--- src/rtl/pci_term_pkg.sv ---
package pci_term_pkg;
  typedef enum logic {
    ST_IDLE   = 1'b0,
    ST_ACTIVE = 1'b1
  } term_st_e;

  localparam int ADDR_STEP = 4;
endpackage

--- src/rtl/pci_term_latency.sv ---
module pci_term_latency #(
  parameter int FIRST_LIM = 16,
  parameter int NEXT_LIM  = 8
) (
  input  logic clk,
  input  logic rst,
  input  logic start,
  input  logic active,
  input  logic phase_done,
  output logic over
);
  localparam int CW = $clog2(FIRST_LIM + 1);
  localparam logic [CW-1:0] CMAX     = '1;
  localparam logic [CW-1:0] FIRST_TH = CW'(FIRST_LIM - 2);
  localparam logic [CW-1:0] NEXT_TH  = CW'(NEXT_LIM - 2);

  logic [CW-1:0] cnt;
  logic          first;

  always_ff @(posedge clk) begin
    if (rst) begin
      cnt   <= '0;
      first <= 1'b1;
    end else if (start) begin
      cnt   <= '0;
      first <= 1'b1;
    end else if (active) begin
      if (phase_done) begin
        cnt   <= '0;
        first <= 1'b0;
      end else if (cnt != CMAX) begin
        cnt <= cnt + 1'b1;
      end
    end
  end

  always_comb begin
    over = active && !phase_done && (cnt >= (first ? FIRST_TH : NEXT_TH));
  end

  // counter holds at its ceiling instead of wrapping
  a_r4_lat_saturates: assert property (@(posedge clk) disable iff (rst)
    (cnt == CMAX && active && !phase_done && !start) |=> (cnt == CMAX));
endmodule

--- src/rtl/pci_term_addr_window.sv ---
module pci_term_addr_window
  import pci_term_pkg::*;
#(
  parameter int            AW     = 32,
  parameter logic [AW-1:0] WIN_LO = AW'('h100),
  parameter logic [AW-1:0] WIN_HI = AW'('h10F)
) (
  input  logic          clk,
  input  logic          rst,
  input  logic          load,
  input  logic [AW-1:0] load_addr,
  input  logic          step,
  output logic          out_of_win
);
  logic [AW-1:0] addr_q;
  logic [AW:0]   nxt;

  always_ff @(posedge clk) begin
    if (rst)        addr_q <= '0;
    else if (load)  addr_q <= load_addr;
    else if (step)  addr_q <= addr_q + AW'(ADDR_STEP);
  end

  always_comb begin
    nxt        = {1'b0, addr_q} + (AW+1)'(ADDR_STEP);
    out_of_win = step && ((nxt > {1'b0, WIN_HI}) || (nxt < {1'b0, WIN_LO}));
  end

  // each completed phase advances the transfer address by one DWORD
  a_r5_addr_step: assert property (@(posedge clk) disable iff (rst)
    (step && !load) |=> (addr_q == $past(addr_q) + AW'(ADDR_STEP)));
endmodule

--- src/rtl/pci_term_be_check.sv ---
module pci_term_be_check #(
  parameter int              BE_W   = 4,
  parameter logic [BE_W-1:0] OWN_BE = 4'b0011
) (
  input  logic            is_io,
  input  logic [BE_W-1:0] be_n,
  output logic            viol
);
  always_comb begin
    viol = is_io && (|(~be_n & ~OWN_BE));
  end
endmodule

--- src/rtl/pci_term_hold.sv ---
module pci_term_hold #(
  parameter int DW = 32
) (
  input  logic          clk,
  input  logic          rst,
  input  logic          capture,
  input  logic          take,
  input  logic [DW-1:0] din,
  output logic [DW-1:0] hold_data,
  output logic          hold_vld
);
  always_ff @(posedge clk) begin
    if (rst) begin
      hold_data <= '0;
      hold_vld  <= 1'b0;
    end else if (capture) begin
      hold_data <= din;
      hold_vld  <= 1'b1;
    end else if (take) begin
      hold_vld  <= 1'b0;
    end
  end

  // a stalled last write phase lands in the holding register
  a_r9_hold_capture: assert property (@(posedge clk) disable iff (rst)
    capture |=> (hold_vld && hold_data == $past(din)));
endmodule

--- src/rtl/pci_tgt_term_ctrl.sv ---
module pci_tgt_term_ctrl
  import pci_term_pkg::*;
#(
  parameter int              AW        = 32,
  parameter int              DW        = 32,
  parameter int              BE_W      = 4,
  parameter int              FIRST_LIM = 16,
  parameter int              NEXT_LIM  = 8,
  parameter logic [AW-1:0]   WIN_LO    = AW'('h100),
  parameter logic [AW-1:0]   WIN_HI    = AW'('h10F),
  parameter logic [BE_W-1:0] OWN_BE    = 4'b0011
) (
  input  logic            clk,
  input  logic            rst,
  input  logic            txn_start,
  input  logic [AW-1:0]   txn_addr,
  input  logic            txn_io,
  input  logic            txn_write,
  input  logic            ack_n,
  input  logic            txn_act,
  input  logic            phase_done,
  input  logic            last_phase,
  input  logic            local_rdy,
  input  logic [BE_W-1:0] be_n,
  input  logic [DW-1:0]   wr_data,
  input  logic            wr_vld,
  input  logic            hold_take,
  output logic            rdy_n,
  output logic            disc_n,
  output logic            abort_n,
  output logic [DW-1:0]   hold_data,
  output logic            hold_vld
);
  term_st_e state;
  logic     io_q, wr_q;
  logic     active, start_go, done;
  logic     lat_over, win_out, be_viol, capture;
  logic     abort_req, disc_req;

  always_comb begin
    active   = (state == ST_ACTIVE);
    start_go = (state == ST_IDLE) && txn_start;
    done     = active && ack_n && !txn_act;
    capture  = active && wr_q && last_phase && wr_vld && !local_rdy;
  end

  pci_term_latency #(.FIRST_LIM(FIRST_LIM), .NEXT_LIM(NEXT_LIM)) u_lat (
    .clk(clk), .rst(rst), .start(start_go), .active(active),
    .phase_done(phase_done), .over(lat_over)
  );

  pci_term_addr_window #(.AW(AW), .WIN_LO(WIN_LO), .WIN_HI(WIN_HI)) u_win (
    .clk(clk), .rst(rst), .load(start_go), .load_addr(txn_addr),
    .step(active && phase_done), .out_of_win(win_out)
  );

  pci_term_be_check #(.BE_W(BE_W), .OWN_BE(OWN_BE)) u_be (
    .is_io(active && io_q), .be_n(be_n), .viol(be_viol)
  );

  pci_term_hold #(.DW(DW)) u_hold (
    .clk(clk), .rst(rst), .capture(capture), .take(hold_take),
    .din(wr_data), .hold_data(hold_data), .hold_vld(hold_vld)
  );

  always_comb begin
    abort_req = !abort_n || be_viol;
    disc_req  = (!disc_n || lat_over || win_out) && !abort_req;
  end

  always_ff @(posedge clk) begin
    if (rst) begin
      state   <= ST_IDLE;
      io_q    <= 1'b0;
      wr_q    <= 1'b0;
      rdy_n   <= 1'b1;
      disc_n  <= 1'b1;
      abort_n <= 1'b1;
    end else if (start_go) begin
      state <= ST_ACTIVE;
      io_q  <= txn_io;
      wr_q  <= txn_write;
    end else if (active) begin
      if (done) begin
        state   <= ST_IDLE;
        rdy_n   <= 1'b1;
        disc_n  <= 1'b1;
        abort_n <= 1'b1;
      end else begin
        abort_n <= !abort_req;
        disc_n  <= !disc_req;
        rdy_n   <= !(local_rdy && !abort_req);
      end
    end
  end

  // at most one termination request at a time
  a_r7_single_term: assert property (@(posedge clk) disable iff (rst)
    $onehot0({!abort_n, !disc_n}));

  // completion releases every request on the next cycle
  a_r8_release_on_done: assert property (@(posedge clk) disable iff (rst)
    done |=> (rdy_n && disc_n && abort_n));

  // a shared-DWORD byte-enable violation raises abort and drops ready
  a_r6_abort_on_be: assert property (@(posedge clk) disable iff (rst)
    (be_viol && !done) |=> (!abort_n && rdy_n));
endmodule

--- config.mk ---
export PLATFORM = sky130hd
export DESIGN_NAME = pci_tgt_term_ctrl
export DESIGN_NICKNAME = d
export VERILOG_FILES = /design/src/rtl/pci_term_pkg.sv /design/src/rtl/pci_term_latency.sv /design/src/rtl/pci_term_addr_window.sv /design/src/rtl/pci_term_be_check.sv /design/src/rtl/pci_term_hold.sv /design/src/rtl/pci_tgt_term_ctrl.sv
export SDC_FILE = /design/constraint.sdc
export NUM_CORES = 1
export LEC_CHECK = 0
export BUFFER_PORTS_ARGS = -buffer_cell sky130_fd_sc_hd__buf_2
export CORE_ASPECT_RATIO = 1.4
export CORE_UTILIZATION = 30
export CTS_CLUSTER_SIZE = 8
export DETAILED_ROUTE_END_ITERATION = 7
export PLACE_DENSITY = 0.58
export SLEW_MARGIN = 10
export SYNTH_ARGS = -nofsm -noshare
export SYNTH_HDL_FRONTEND = slang
export SYNTH_SLANG_ARGS = --single-unit
--- constraint.sdc ---
create_clock -name clk -period 2.85 [get_ports clk]
set_input_delay 0.285 -clock clk [delete_from_list [all_inputs] [get_ports clk]]
set_output_delay 0.285 -clock clk [all_outputs]
set_load 0.03 [all_outputs]
Word level (Yosys, flattened, before mapping)
Cells that the tools add are included.
- bits in registers: 77
- input bits: 80
- output and inout port bits: 36
- logic and storage cells: 69
- $add $sub $neg: 3
- $lt $le $gt $ge: 3
- equality and inequality tests: 1
- muxes and demuxes: 13
- bitwise logic cells: 3
- reductions and logical operators: 35
- operators with widths (operator ; number):
    32-bit 2-to-1 mux ; 2
    32-bit by 3-bit adder with 33-bit output, second input constant ; 1
    33-bit by 9-bit > comparator with 1-bit output, second input constant ; 1
    33-bit by 9-bit less-than comparator with 1-bit output, second input constant ; 1
    32-bit by 3-bit adder with 32-bit output, second input constant ; 1
    1-bit logical AND ; 15
    5-bit 2-to-1 mux ; 2
    1-bit logical NOT ; 8
    1-bit 2-to-1 mux ; 8
    2-bit AND reduction ; 3
    2-bit nonzero test ; 3
    5-bit by 1-bit adder with 5-bit output, second input constant ; 1
    5-bit greater-or-equal comparator ; 1
    5-bit != test, second input constant ; 1
    1-bit logical OR ; 4
    4-bit 2-to-1 mux ; 1
    4-bit NOT ; 1
    2-bit OR reduction ; 2
    1-bit NOT ; 2

Logic depth before layout (Yosys ltp)
- depth after elaboration: 8
- depth in mapped cells: 8
- depth with buffers taken out: 8

Hierarchy
A second synthesis with hierarchy kept.
- cells, all modules: 486
- area, all modules: 4119.0 µm²
- by module, submodules not included (module ; times used ; cells each ; area an instance (µm²) ; seq. area each (µm²)):
    pci_term_addr_window ; 1 ; 308 ; 2273.4 ; 640.6
    pci_term_hold ; 1 ; 108 ; 1204.9 ; 660.6
    pci_term_latency ; 1 ; 42 ; 360.3 ; 120.1
    pci_tgt_term_ctrl ; 1 ; 27 ; 269.0 ; 120.1
    pci_term_be_check ; 1 ; 1 ; 11.3 ; 0.0

Worst setup path before layout
OpenSTA, ideal clock, no wires.
- kind: flip-flop to flip-flop
- start: register u_win.addr_q[2]
- end: register disc_n
- setup time: 0.084 ns
- arrival: 2.358 ns
- required time: 2.766 ns
- slack: 0.408 ns
- stages on the path, launching flop included: 9
- path buffers: 1
- clock period less this slack: 2.442 ns
- cells stage by stage: dfxtp_1 > ha_1 > buf_2 > nand4_4 > nor4_2 > xor2_1 > or4_2 > a211o_1 > o31ai_2
- longest elaborated chain between the ends: 8
- elaborated cells between the ends (all ways): 9
- those cells by class: add/sub: 1; order compare: 2; mux: 1; reduce/logical: 5
- RTL lines (what ; RTL line ; text):
    start: declaration ; pci_term_addr_window.sv:15 ; logic [AW-1:0] addr_q;
    start signal: assignment ; pci_term_addr_window.sv:20 ; else if (load) addr_q <= load_addr;
    start signal: assignment ; pci_term_addr_window.sv:21 ; else if (step) addr_q <= addr_q + AW'(ADDR_STEP);
    32-bit by 3-bit adder with 33-bit output (*) ; pci_term_addr_window.sv:25 ; nxt = {1'b0, addr_q} + (AW+1)'(ADDR_STEP);
    33-bit by 9-bit > comparator with 1-bit output / 33-bit by 9-bit less-than comparator with 1-bit output (equally long branches) ; pci_term_addr_window.sv:26 ; out_of_win = step && ((nxt > {1'b0, WIN_HI}) || (nxt < {1'b0, WIN_LO}));
    1-bit logical OR (*) ; pci_term_addr_window.sv:26 ;
    1-bit logical AND (*) ; pci_term_addr_window.sv:26 ;
    1-bit logical OR (*) ; pci_tgt_term_ctrl.sv:68 ; disc_req = (!disc_n || lat_over || win_out) && !abort_req;
    1-bit logical AND (*) ; pci_tgt_term_ctrl.sv:68 ;
    1-bit logical NOT (*) ; pci_tgt_term_ctrl.sv:91 ; disc_n <= !disc_req;
    1-bit 2-to-1 mux (*) ; pci_tgt_term_ctrl.sv:84 ; if (done) begin
    end signal: assignment ; pci_tgt_term_ctrl.sv:91 ;
    end: declaration ; pci_tgt_term_ctrl.sv:29 ; output logic disc_n,
Mark *: on every way between the ends. The rest lies on a longest branch, timed or not.
A chain may end at the register's enable or synchronous reset.

Worst setup path in the final report
Same ends and word-level chain as after synthesis.

==> results.json <==
{
  "ir_worst_vdd_uv": 199,
  "grt_overflow_total": 0,
  "ys_ff_latch": 77,
  "n_antenna_cell": 0,
  "yosysWarnings": 0,
  "power_per_cell_area_mw_per_mm2": 494,
  "period_minus_slack_ns": 2.59,
  "cp.arrival_ns": 2.84,
  "dp_cells": 797,
  "grt_pass1_wl_um": 18700,
  "critical_path.max_stage_delay_ns": 0.55,
  "finClkSkew_ns": 0.00557,
  "worstMarginPinSlew_ns": 0.911,
  "cap_violations": 0,
  "nFillCells": 1425,
  "slowest_stage": "or4_2",
  "end_kind": "flop",
  "post-route-util_pct": 37.9,
  "ctsHoldBuffers": 0,
  "drt-wirelength-per-cell_um": 14.3,
  "std_cell_rows": 50,
  "nNetsFinal": 712,
  "setup_violations": 0,
  "cts_max_level": 3,
  "path_class": "reg2reg",
  "gp_congestion": 0.914,
  "start_kind": "flop",
  "rsz0062_at_grt": "no",
  "initial_core_util_pct": 30.6,
  "vias": 4154,
  "ys.flop_type": "dfxtp_1",
  "die_w_um": 100,
  "fin_cells": 813,
  "dr.pass1.iters": 5,
  "cp_cell_sequence": "ha_1 -> nand4_4 -> nor4_2 -> xor2_1 -> or4_2 -> a211o_1 -> o31ai_2",
  "yosysSeqAreaShare_pct": 37.9,
  "layout-drive-gt1-share_pct": 24.7,
  "clockRootBuffer": "clkbuf_16",
  "status": "finished, final reports clean",
  "fin_crit_sh_pct": 90.9,
  "clk_latency_ns": 0.34,
  "total_power_mw": 2.49,
  "synth.lib_cells_used.distinct": 59,
  "path_clk_slew_ns": 0.06,
  "max_freq_mhz": 386,
  "synth-edff-count": 0,
  "antenna_found_initial": 0,
  "total_leakage_power_nw": 2.02,
  "tritoncts": "yes",
  "core_area_mm2": 0.0133,
  "hp-class": "in2reg",
  "die_h_um": 140,
  "wirelength_um": 11600,
  "numCtsBuffers": 9,
  "dr.first_iter.drc_count": 198,
  "worstPathMaxFanout": 8,
  "grt_max_degree": 49,
  "slew_viol_final": 0,
  "hold_violations": 0,
  "grt_pass1_vias": 3985,
  "portBuffers": 113,
  "postRouteAntennaNets": 0,
  "drc_errors": 0,
  "hpwl_um": 8450,
  "postCtsResizedCells": 0,
  "cts.sinks": 77,
  "syn_inst": 533,
  "async_flop_share_pct": 0,
  "relSlewSlack_pct": 39.3,
  "viasPerCell": 5.11,
  "synth_area_per_cell_um2": 7.64,
  "synth.cell_area_mm2": 0.00407,
  "grt_usage_pct": 16.6,
  "setup_tns_ns": 0,
  "cts_max_path_buffers": 2,
  "area_delta_synth_final_pct": 24.0,
  "finalHoldWorstSlack_ns": 0.181,
  "crit_required_ns": 3.10,
  "post_cts_buffers": 0,
  "die_area_mm2": 0.0140,
  "syn_nets": 619,
  "io_pins": 116
}
==> power by group <==
group	switching (mW)	internal (mW)	total, mW
Clock	0.453	0.582	1.04
Combinational	0.153	0.127	0.280
Sequential	0.0642	1.11	1.18
==> Yosys cell counts, drive strengths merged, types with 6 or more instances <==
master / count / area, um2
and3: 6 / 37.5
a21oi: 61 / 305
nand3: 8 / 40.0
nand2: 103 / 392
buf: 12 / 60.1
clkbuf: 32 / 124
a31oi: 12 / 75.1
nor2: 38 / 145
and2: 8 / 50.1
nor3: 15 / 80.1
xor2: 6 / 52.6
o21ai: 31 / 155
and4: 6 / 52.6
nor4: 11 / 96.3
a22oi: 8 / 60.1
a221oi: 8 / 70.1
dfxtp: 77 / 1540
inv: 7 / 26.3
ha: 6 / 75.1
nand4: 20 / 170
==> worst paths after layout <==
check	startpoint	cells past startpoint	end	slack (ns)
max	u_win.addr_q[2]$_SDFFE_PP0P_	7	disc_n$_SDFFE_PP1P_	0.26
min reg2reg	u_hold.hold_data[0]$_SDFFE_PP0P_	2	u_hold.hold_data[0]$_SDFFE_PP0P_	0.45
min	wr_data[21]	3	u_hold.hold_data[21]$_SDFFE_PP0P_	0.18
max reg2reg	u_win.addr_q[2]$_SDFFE_PP0P_	7	disc_n$_SDFFE_PP1P_	0.26
==> cells in the final DEF (no fill, tap or decap), types with 5 or more instances in the layout <==
| cell type | instances |
|---|---|
| nand2_1 | 101 |
| ha_1 | 6 |
| nor3_1 | 14 |
| and4_1 | 6 |
| buf_4 | 13 |
| xor2_1 | 6 |
| nand4_1 | 17 |
| a21oi_1 | 61 |
| a211oi_1 | 5 |
| and2_1 | 7 |
| inv_1 | 7 |
| nor4_1 | 8 |
| a221oi_1 | 8 |
| nor2_1 | 37 |
| a22oi_1 | 8 |
| clkbuf_16 | 9 |
| xnor2_1 | 5 |
| dfxtp_1 | 77 |
| nand3_1 | 8 |
| buf_2 | 113 |
| or3_1 | 5 |
| o21ai_0 | 30 |
| and3_1 | 6 |
| a31oi_1 | 12 |
==> critical path, delay by kind of cell (launching register included) <==
kind            cells  cell delay (ns)
fa+ha+maj           1             0.40
flops               1             0.43
compound gates      2             0.51
simple gates        3             1.07
xor+xnor            1             0.10
==> registers in the layout, summed over array words and instances (netlist names) <==
signal / flops
wr_q: 1
u_hold.hold_vld: 1
u_lat.cnt: 5
disc_n: 1
abort_n: 1
io_q: 1
u_hold.hold_data: 32
u_lat.first: 1
rdy_n: 1
u_win.addr_q: 32
active: 1
==> metrics by stage <==
stage / instance area [um2] / setup WS (ns)
2_1_floorplan: 4070 / 0.408
6_report: 5050 / 0.259
3_5_place_dp: 4780 / 0.280
3_3_place_gp: 4780 / 0.314
4_1_cts: 5050 / 0.245
5_1_grt: 5050 / 0.117
==> final cells by class <==
cell class / instances / area [um2] / area share (%)
clock buffers: 9 / 225 / 4.46
well taps: 182 / 228 / 4.51
inverters: 7 / 26.3 / 0.520
flip-flops and latches: 77 / 1540 / 30.5
clock inverters: 7 / 42.5 / 0.843
repair buffers: 126 / 663 / 13.1
multi-input cells: 405 / 2320 / 46.0
==> logic make-up after synthesis <==
group           count (synthesis)  synth area share [%]
mux                             4                 0.983
fa+ha+maj                       6                  1.84
simple gates                  238                  30.1
xor+xnor                       11                  2.37
buf+inv                        51                  5.16
compound gates                146                  21.7
flops                          77                  37.9
==> layer usage <==
metal | track usage (%) | up-vias | part of all wire [%]
met3 | 3.21 | 19 | 4.8
li1 | - | 2097 | -
met5 | 0 | - | 0
met1 | 19.5 | 1916 | 43
met4 | 6.41 | 0 | 2.1
met2 | 29.2 | 122 | 50
Note: power is estimated with default switching activity, not from simulation.
